**config.mk**
```make
export PLATFORM = sky130hd
export DESIGN_NAME = audclk_divider
export DESIGN_NICKNAME = d
export VERILOG_FILES = /design/src/rtl/audclk_pkg.sv /design/src/rtl/audclk_src_mux.sv /design/src/rtl/audclk_frame.sv /design/src/rtl/audclk_phase_gen.sv /design/src/rtl/audclk_divider.sv
export SDC_FILE = /design/constraint.sdc
export NUM_CORES = 1
export LEC_CHECK = 0
export ABC_AREA = 1
export BUFFER_PORTS_ARGS = -buffer_cell sky130_fd_sc_hd__buf_2
export CELL_PAD_IN_SITES_DETAIL_PLACEMENT = 0
export CELL_PAD_IN_SITES_GLOBAL_PLACEMENT = 1
export CORE_ASPECT_RATIO = 0.8
export CORE_MARGIN = 4
export CORE_UTILIZATION = 35
export DETAILED_ROUTE_END_ITERATION = 16
export GPL_ROUTABILITY_DRIVEN = 0
export GPL_TIMING_DRIVEN = 1
export PLACE_DENSITY = 0.62
export SLEW_MARGIN = 20
export SYNTH_ARGS = -nofsm -noshare
export SYNTH_HDL_FRONTEND = slang
export SYNTH_SLANG_ARGS = --single-unit
```
**constraint.sdc**
```tcl
create_clock -name clk -period 6.14 [get_ports clk]
set_input_delay 0.614 -clock clk [delete_from_list [all_inputs] [get_ports clk]]
set_output_delay 0.614 -clock clk [all_outputs]
set_load 0.01 [all_outputs]
```
**src/rtl/audclk_pkg.sv**
```systemverilog
`timescale 1ns/1ps
package audclk_pkg;

    // Ratio code range and derived counter widths
    localparam int unsigned MAX_RATIO = 1024;
    localparam int unsigned CNT_W     = $clog2(MAX_RATIO);
    localparam int unsigned RATIO_W   = CNT_W + 1;

    // Output rates as multiples of Fs
    localparam int unsigned SER_RATE  = 128;
    localparam int unsigned DAC_RATE  = 64;
    localparam int unsigned MCK_LOW   = 256;
    localparam int unsigned MCK_HIGH  = 384;

    localparam int unsigned SUB_W     = $clog2(MAX_RATIO / DAC_RATE + 1);
    localparam int unsigned NUM_OUT   = 3;
    localparam int unsigned OUT_SER   = 0;
    localparam int unsigned OUT_DAC   = 1;
    localparam int unsigned OUT_MCK   = 2;

    typedef logic [3:0]       div_code_t;
    typedef logic [SUB_W-1:0] per_t;
    typedef per_t [NUM_OUT-1:0] per_set_t;

    localparam per_t PER_MIN = per_t'(2);

    // Master-to-Fs ratio of a code; zero marks a reserved code
    function automatic logic [RATIO_W-1:0] ratio_of(div_code_t code);
        case (code)
            4'h0:    return RATIO_W'(256);
            4'h1:    return RATIO_W'(384);
            4'h2:    return RATIO_W'(512);
            4'h3:    return RATIO_W'(768);
            4'h4:    return RATIO_W'(1024);
            default: return '0;
        endcase
    endfunction

    // Tick periods of the three outputs; zero or one means not producible
    function automatic per_set_t periods_of(div_code_t code, logic k384);
        logic [RATIO_W-1:0] r;
        per_set_t           p;
        r          = ratio_of(code);
        p[OUT_SER] = per_t'(r / RATIO_W'(SER_RATE));
        p[OUT_DAC] = per_t'(r / RATIO_W'(DAC_RATE));
        if (k384) begin
            p[OUT_MCK] = ((r % RATIO_W'(MCK_HIGH)) == '0) ? per_t'(r / RATIO_W'(MCK_HIGH)) : '0;
        end else begin
            p[OUT_MCK] = per_t'(r / RATIO_W'(MCK_LOW));
        end
        return p;
    endfunction

endpackage

```
**src/rtl/audclk_src_mux.sv**
```systemverilog
`timescale 1ns/1ps
module audclk_src_mux #(
    parameter int unsigned NSRC  = 4,
    parameter int unsigned SRC_W = 2
) (
    input  logic [NSRC-1:0]  tick_in,
    input  logic [SRC_W-1:0] sel,
    output logic             tick_out
);

    // Pick the strobe of the active source; an unpopulated index gives no tick
    always_comb begin
        tick_out = 1'b0;
        for (int i = 0; i < NSRC; i++) begin
            if (sel == SRC_W'(i)) begin
                tick_out = tick_in[i];
            end
        end
    end

endmodule

```
**src/rtl/audclk_frame.sv**
```systemverilog
`timescale 1ns/1ps
module audclk_frame
    import audclk_pkg::*;
#(
    parameter int unsigned SRC_W = 2
) (
    input  logic             clk,
    input  logic             rst_n,
    input  logic             sel_tick,
    input  logic [SRC_W-1:0] src_sel,
    input  div_code_t        div_code,
    input  logic             k384_sel,
    output logic [SRC_W-1:0] active_src,
    output logic             frame_start,
    output per_set_t         per_next,
    output logic             mck_ok
);

    typedef struct packed {
        logic [SRC_W-1:0] src;
        div_code_t        code;
        logic             k384;
        logic [CNT_W-1:0] cnt;
    } frame_st_t;

    frame_st_t          st_d, st_q;
    logic [RATIO_W-1:0] ratio_q;
    per_set_t           per_q;

    always_comb begin
        st_d    = st_q;
        ratio_q = ratio_of(st_q.code);
        // A reserved code reloads every cycle; a valid one reloads on the last tick of a frame
        frame_start = (ratio_q == '0) ||
                      (sel_tick && ({1'b0, st_q.cnt} == (ratio_q - RATIO_W'(1))));
        if (frame_start) begin
            st_d.src  = src_sel;
            st_d.code = div_code;
            st_d.k384 = k384_sel;
            st_d.cnt  = '0;
        end else if (sel_tick) begin
            st_d.cnt  = st_q.cnt + 1'b1;
        end
        per_next = periods_of(st_d.code, st_d.k384);
        per_q    = periods_of(st_q.code, st_q.k384);
        mck_ok   = (per_q[OUT_MCK] >= PER_MIN);
    end

    always_ff @(posedge clk or negedge rst_n) begin
        if (!rst_n) begin
            st_q      <= '0;
            st_q.code <= 4'hF;
        end else begin
            st_q      <= st_d;
        end
    end

    assign active_src = st_q.src;

endmodule

```
**src/rtl/audclk_phase_gen.sv**
```systemverilog
`timescale 1ns/1ps
module audclk_phase_gen
    import audclk_pkg::*;
(
    input  logic clk,
    input  logic rst_n,
    input  logic tick,
    input  logic frame_start,
    input  per_t per_next,
    output logic clk_out
);

    typedef struct packed {
        per_t sub;
        logic level;
    } phase_st_t;

    phase_st_t st_d, st_q;

    always_comb begin
        st_d = st_q;
        if (frame_start) begin
            st_d.sub = '0;
        end else if (tick) begin
            st_d.sub = (st_q.sub == per_next - 1'b1) ? '0 : st_q.sub + 1'b1;
        end
        // High for the first half of each period, only when the period is usable
        st_d.level = (per_next >= PER_MIN) && (st_d.sub < (per_next >> 1));
    end

    always_ff @(posedge clk or negedge rst_n) begin
        if (!rst_n) begin
            st_q <= '0;
        end else begin
            st_q <= st_d;
        end
    end

    assign clk_out = st_q.level;

endmodule

```
**src/rtl/audclk_divider.sv**
```systemverilog
`timescale 1ns/1ps
module audclk_divider
    import audclk_pkg::*;
#(
    parameter  int unsigned NSRC  = 4,
    localparam int unsigned SRC_W = (NSRC > 1) ? $clog2(NSRC) : 1
) (
    input  logic             clk,
    input  logic             rst_n,
    input  logic [NSRC-1:0]  mclk_tick,
    input  logic [SRC_W-1:0] src_sel,
    input  logic [3:0]       div_code,
    input  logic             mclk_384,
    output logic             ser_bclk,
    output logic             dac_bclk,
    output logic             dac_mclk,
    output logic             dac_mclk_ok
);

    logic [SRC_W-1:0]   active_src;
    logic               sel_tick;
    logic               frame_start;
    per_set_t           per_next;
    logic [NUM_OUT-1:0] clk_vec;

    audclk_src_mux #(
        .NSRC  (NSRC),
        .SRC_W (SRC_W)
    ) u_mux (
        .tick_in  (mclk_tick),
        .sel      (active_src),
        .tick_out (sel_tick)
    );

    audclk_frame #(
        .SRC_W (SRC_W)
    ) u_frame (
        .clk         (clk),
        .rst_n       (rst_n),
        .sel_tick    (sel_tick),
        .src_sel     (src_sel),
        .div_code    (div_code),
        .k384_sel    (mclk_384),
        .active_src  (active_src),
        .frame_start (frame_start),
        .per_next    (per_next),
        .mck_ok      (dac_mclk_ok)
    );

    for (genvar g = 0; g < NUM_OUT; g++) begin : g_out
        audclk_phase_gen u_gen (
            .clk         (clk),
            .rst_n       (rst_n),
            .tick        (sel_tick),
            .frame_start (frame_start),
            .per_next    (per_next[g]),
            .clk_out     (clk_vec[g])
        );
    end

    assign ser_bclk = clk_vec[OUT_SER];
    assign dac_bclk = clk_vec[OUT_DAC];
    assign dac_mclk = clk_vec[OUT_MCK];

endmodule

```
# After elaboration in Yosys (flattened, before gate mapping)
# Cells that the tools add are included.
# totals
word_cells	78
ff_bits	35
input_bits	13
# classes
n_reduce_logical	12
add_sub_neg	8
div_mod_pow	4
order_cmp	7
muxes	22
eq_ne	15
# ops
operator	count
$pmux 11 s5	2
$mux 5	14
$logic_not 11->1	3
$div 11x9->11 const B	2
$mod 11x9->11 const B	2
$mux 10	2
$eq 4x2->1 const B	4
$add 5x1->5 const B	3
$eq 5x5->1	3
$ge 5x2->1 const B	3
$eq 10x11->1	1
$sub 11x1->11 const B	1
$add 10x1->10 const B	1
$lt 5x4->1	2
$sub 5x1->5 const B	2
$eq 4x1->1 const B	2
$eq 4x3->1 const B	2
$logic_not 4->1	2
$lt 5x3->1	1
$sub 4x1->5 const B	1
$eq 2x2->1 const B	2
$ge 4x2->1 const B	1
$logic_and 1x1->1	4
$mux 1	4
other kinds (4)	4

# Logic depth before layout (Yosys ltp)
# Gate-level depths: netlist of run 1.
# depth
word_depth	21
depth_mapped	42

# By module
# A second synthesis of run 1 with hierarchy kept.
# hier_totals
hier_cells	489
hier_area_um2	3274.4
# modules_own_cells
module	instances	cells_each	seq_area_each_um2	area_per_inst_um2
audclk_phase_gen	3	93	150.1	594.3
audclk_frame	1	197	430.4	1440.1
audclk_src_mux	1	13	0.0	51.3

# Least setup slack after synthesis of run 1
# Ideal clock, no wire load.
# synth_path
kind	register -> register
from	register u_frame.st_q[12] (netlist bit)
to	register g_out[2].u_gen.st_q, in the netlist g_out[2].u_gen.clk_out
arrival_time_ns	4.906
setup_slack_ns	1.163
n_path_buf	1
path_stages_with_launch	40
required_time_ns	6.069
path_cell_list	dfstp_2 inv_2 o21ai_0 inv_1 ha_1 xor2_1 nand2_1 nor2_4 nand3_4 nand2_4 buf_12 nand2_4 nand2_4 nand2_4 nor2_4 nand2_4 ha_1 nor2_1 [4 not listed] nand3_2 nand2_2 nand2_2 a21oi_4 ha_1 ha_1 xnor2_1 nor4_1 nand2_1 nor2_1 nand3_2 o211ai_1 inv_1 ha_1 o21bai_1 inv_1 nand3_1 nor2_1
# synth_rtl
element	line	rtl
start: declaration	audclk_frame.sv:26	frame_st_t st_d, st_q;
start signal: assignment	audclk_frame.sv:54	st_q <= st_d;
end signal: assignment	audclk_phase_gen.sv:35	st_q <= st_d;
end: declaration	audclk_phase_gen.sv:18	phase_st_t st_d, st_q;

==> flow_summary.ini, run 1 <==
[sta]
slew_viol_final = 0
rsz0062_at_grt = no
finalSetupViolCount = 0
fin_skew_ns = 0.007078
tns_ns = 0
fin_crit_sh = 0.8959
tightest_slew_ns = 0.8185
max_freq_ghz = 0.1818
min_period_ns = 5.501
hold_viol = 0
slew_headroom = 0.4543

[cells_and_area]
layout-drive-gt1-share = 0.1884
stdcell_area_um2 = 3100
nets = 433
final_cell_mix = nand2_1, inv_1, nor2_1
fin_cells = 506
fin_util = 0.3920
final_common_cell = nand2_1
areaGrowthSynthToFinish_pct = 9.646
diodes = 0
fill_cells = 857

[global_route]
antenna_found_initial = 0
grtUsageTotal = 0.1421
grt_pass1_vias = 2146
grt_remaining_overflow = 0
grt_max_degree = 36
grt_pass1_wl_um = 10700

[clock_network]
postCtsSetupBuffers = 0
clk_pin_slew_ns = 0.08
holdBufCountCts = 0
cts_tree = yes
cts_max_path_buffers = 2
root_buffer = clkbuf_8
cts_inserted_buffers = 5
cts_resized = 0
cts.sinks = 35
clk_latency_ns = 0.29
cts.htree.levels = 2

[worst_setup_path]
crit_required_ns = 6.37
critPathMaxFanout = 23
crit_path_start_kind = register
worstPathArrival_ns = 5.73
end_kind = register
slowest_delay_ns = 0.57
path_class = reg -> reg
cp_slowest_cell = dfstp_2

[yosys]
synth_top_area_share = 0.2743
synth_enable_flop_cells = 0
synth_seq_cells = 35
netlist_instances = 378
ys.flop_type = dfrtp_1
synth_cell_types = 40
synthesis.area_um2 = 2828
yosysWarnings = 0
yosysSeqAreaShare = 0.3115
async_flop_share = 1.000
synth_top_area_cell = dfrtp_1
ys_top_cells_by_area = dfrtp_1, ha_1, nand2_1
syn_area_per_cell_um2 = 7.481
syn_nets = 414

[die]
die-area_um2 = 9590
rows = 29
ioPinCount = 17
die_w_um = 108.5
start_util = 0.3575
fp.dieH_um = 88.40
coreArea_um2 = 7910

[route]
route.detailed.vias_per_inst = 4.478
firstDrtPassIters = 4
totalWireLength_um = 6129
first_iter_violations = 100
ant_nets = 0
post_drt_wl_per_cell_um = 12.11
vias = 2266
remaining_drc_errors = 0

[placed_design]
dp_hpwl_um = 4684
placed_cells = 498
dpl-instance-area_um2 = 3015
numPortBuffers = 16

[status]
status = finished, final reports clean

[run]
maxCapViolCount = 0

[worst_hold_path]
min_path_type = in -> async
## cells in the mapped netlist, types with 5 or more instances
cell     instances
nand2_1         70
inv_1           60
nor2_1          36
dfrtp_1         31
ha_1            23
o21ai_0         21
nand3_1         18
nor3_1          14
nand2_2         12
xor2_1          12
a21oi_1         11
inv_2           10
nand2_4          6
nand4_1          5
xnor2_1          5
## critical path, delay by kind of cell (launching register included)
family          cells  cell delay, ns
simple gates       22            2.49
buf+inv             5            0.33
flops               1            0.57
xor+xnor            2            0.27
fa+ha+maj           5            1.11
compound gates      4            0.65
## logic make-up after synthesis
logic type | after synthesis | synth area share
adder cells (fa/ha/maj) | 23 | 0.1018
buffers and inverters | 76 | 0.1066
AO/OA/AOI/OAI | 43 | 0.08894
flip-flops | 35 | 0.3115
XOR/XNOR | 18 | 0.05841
AND/OR/NAND/NOR | 183 | 0.3327
## cell type report
class / instances / area (um2) / area share
multi-input cells: 267 / 1645 / 0.5307
well taps: 108 / 135.1 / 0.04358
clock buffers: 6 / 72.57 / 0.02341
flip-flops and latches: 35 / 880.8 / 0.2841
repair buffers: 17 / 87.58 / 0.02825
inverters: 71 / 266.5 / 0.08596
clock inverters: 2 / 12.51 / 0.004036
## registers in the layout, indices dropped and copies added (netlist names)
signal               cells
u_frame.st_q            15
g_out.u_gen.st_q        15
u_frame.active_src       2
g_out.u_gen.clk_out      3
## stage by stage
step | hold slack, ns | worst slack, ns
2_1_floorplan | 0.3184 | 1.163
3_3_place_gp | 0.5210 | 0.6420
3_5_place_dp | 0.5249 | 0.5129
4_1_cts | 0.4555 | 0.4901
5_1_grt | 0.4790 | 0.07962
6_report | 0.4074 | 0.6391
## routing by layer
layer / part of all wire / vias up / global-route usage
met5: 0 / - / 0
met4: 0.0051 / 0 / 0.02752
met3: 0.037 / 2 / 0.03720
met2: 0.39 / 34 / 0.2058
met1: 0.57 / 996 / 0.2129
li1: - / 1234 / -
## worst paths after layout
check	startpoint	to	slack [ns]	depth (start not counted)
worst max-delay path	u_frame.st_q[12]	g_out[2].u_gen.clk_out	0.64	38
worst min-delay path	rst_n	g_out[2].u_gen.clk_out	0.41	1
worst max register to register	u_frame.st_q[12]	g_out[2].u_gen.clk_out	0.64	38
worst min register to register	u_frame.st_q[14]	u_frame.st_q[14]	0.54	2
max in group asynchronous	rst_n	u_frame.st_q[8]	5.21	1
min in group clk	src_sel[1]	u_frame.active_src[1]	0.53	3
Power of run 1 is left out: the tool's default activity adds up to more than one toggle a clock period on the data nets, which glitch-free logic cannot reach.
==> run 2: changes to the inputs <==
Clock period 6.14 ns to 6.4 ns, I/O delays scaled along.
==> run 2 against run 1 <==
Die area did not move. Worst hold slack improved by 0.034 ns. Sequential share of layout area did not move. Critical path depth did not move. Core utilization did not move.
==> flow_summary.ini, run 2 (synthesized netlist as in run 1, its figures left out) <==
[status]
status = finished, final reports clean

[worst_setup_path]
worstPathArrival_ns = 5.85
slowest_delay_ns = 0.56
cp_slowest_cell = dfstp_2
crit_required_ns = 6.63
end_kind = register
critPathMaxFanout = 23
path_class = reg -> reg
crit_path_start_kind = register

[sta]
min_period_ns = 5.624
finalSetupViolCount = 0
rsz0062_at_grt = no
fin_skew_ns = 0.009360
whs_ns = 0.4418
hold_viol = 0
tightest_slew_ns = 0.8335
slew_headroom = 0.4443
slew_viol_final = 0
fin_crit_sh = 0.8787
tns_ns = 0
max_freq_ghz = 0.1778

[route]
firstDrtPassIters = 4
ant_nets = 0
first_iter_violations = 82
remaining_drc_errors = 0
route.detailed.vias_per_inst = 4.482
post_drt_wl_per_cell_um = 12.16
totalWireLength_um = 6152
vias = 2268

[die]
die_w_um = 108.5
rows = 29
fp.dieH_um = 88.40
die-area_um2 = 9590
ioPinCount = 17
coreArea_um2 = 7910
start_util = 0.3575

[cells_and_area]
layout-drive-gt1-share = 0.1884
nets = 433
diodes = 0
areaGrowthSynthToFinish_pct = 9.646
final_cell_mix = nand2_1, inv_1, nor2_1
seqCellArea_um2 = 880.8
final_common_cell = nand2_1
stdcell_area_um2 = 3100
fill_cells = 848
multiInputGateArea_um2 = 1645

[clock_network]
cts_max_path_buffers = 2
cts_inserted_buffers = 5
cts_resized = 0
cts_tree = yes
root_buffer = clkbuf_8
postCtsSetupBuffers = 0
cts.htree.levels = 2
holdBufCountCts = 0
clk_pin_slew_ns = 0.08
cts.sinks = 35
clk_latency_ns = 0.29

[power]
ir_drop_v = 0.0001676
power_density_nw_per_um2 = 586.7
p_leak_nw = 1.601

[global_route]
grt_remaining_overflow = 0
grt_pass1_vias = 2093
antenna_found_initial = 0
grtUsageTotal = 0.1404
grt_max_degree = 36
grt_pass1_wl_um = 10520

[placed_design]
dpl-instance-area_um2 = 3015
numPortBuffers = 16
dp_hpwl_um = 4736

[run]
maxCapViolCount = 0

[worst_hold_path]
min_path_type = in -> async
run 2: cell counts in the layout (fill, tap and decap cells not counted):
Identical to the previous run, type by type.
run 2: final timing paths:
path / slack [ns] / start / depth (start not counted) / to
min: 0.44 / rst_n / 1 / g_out[2].u_gen.st_q[4]
max reg2reg: 0.78 / u_frame.st_q[12] / 38 / g_out[2].u_gen.clk_out
max in group asynchronous: 5.42 / rst_n / 1 / u_frame.st_q[8]
min reg2reg: 0.53 / u_frame.st_q[6] / 2 / u_frame.st_q[6]
max: 0.78 / u_frame.st_q[12] / 38 / g_out[2].u_gen.clk_out
min in group clk: 0.53 / u_frame.st_q[6] / 2 / u_frame.st_q[6]
run 2: final cells by class:
class / instances / share of cell area
inverters: 71 / 0.08596
repair buffers: 17 / 0.02825
flip-flops and latches: 35 / 0.2841
clock buffers: 6 / 0.02341
multi-input cells: 267 / 0.5307
well taps: 108 / 0.04358
clock inverters: 2 / 0.004036
run 2: routing by layer:
layer,global-route usage,wire length [um],vias up,share of wire
met1,0.2102,3375,1004,0.55
met4,0.03096,31,0,0.0050
met3,0.03647,277,2,0.045
li1,-,-,1234,-
met5,0,0,-,0
met2,0.2019,2467,28,0.40
run 2: worst max-delay path, delay by kind of cell, from the launching register on:
family / cells / cell delay (ns)
xor+xnor: 2 / 0.27
compound gates: 4 / 0.73
buf+inv: 5 / 0.36
fa+ha+maj: 5 / 1.13
simple gates: 22 / 2.53
flops: 1 / 0.56
run 2: power by group:
part | leakage, nW | switching (mW) | internal [mW]
sequential | 0.459 | 0.0490 | 0.288
combinational | 1.10 | 0.847 | 0.472
clock | 0.0412 | 0.0870 | 0.0762
total | 1.60 | 0.983 | 0.836
run 2: stage by stage:
step / utilization / setup slack [ns] / std cells / power, mW
5_1_grt: 0.3920 / 0.2070 / 506 / 2.045
4_1_cts: 0.3920 / 0.7175 / 506 / 1.849
3_5_place_dp: 0.3812 / 0.7428 / 498 / 1.670
6_report: 0.3920 / 0.7765 / 506 / 1.819
2_1_floorplan: - / 1.423 / 378 / 1.435
3_3_place_gp: 0.3812 / 0.9022 / 498 / 1.687
Power figures use the tool's default switching activity.
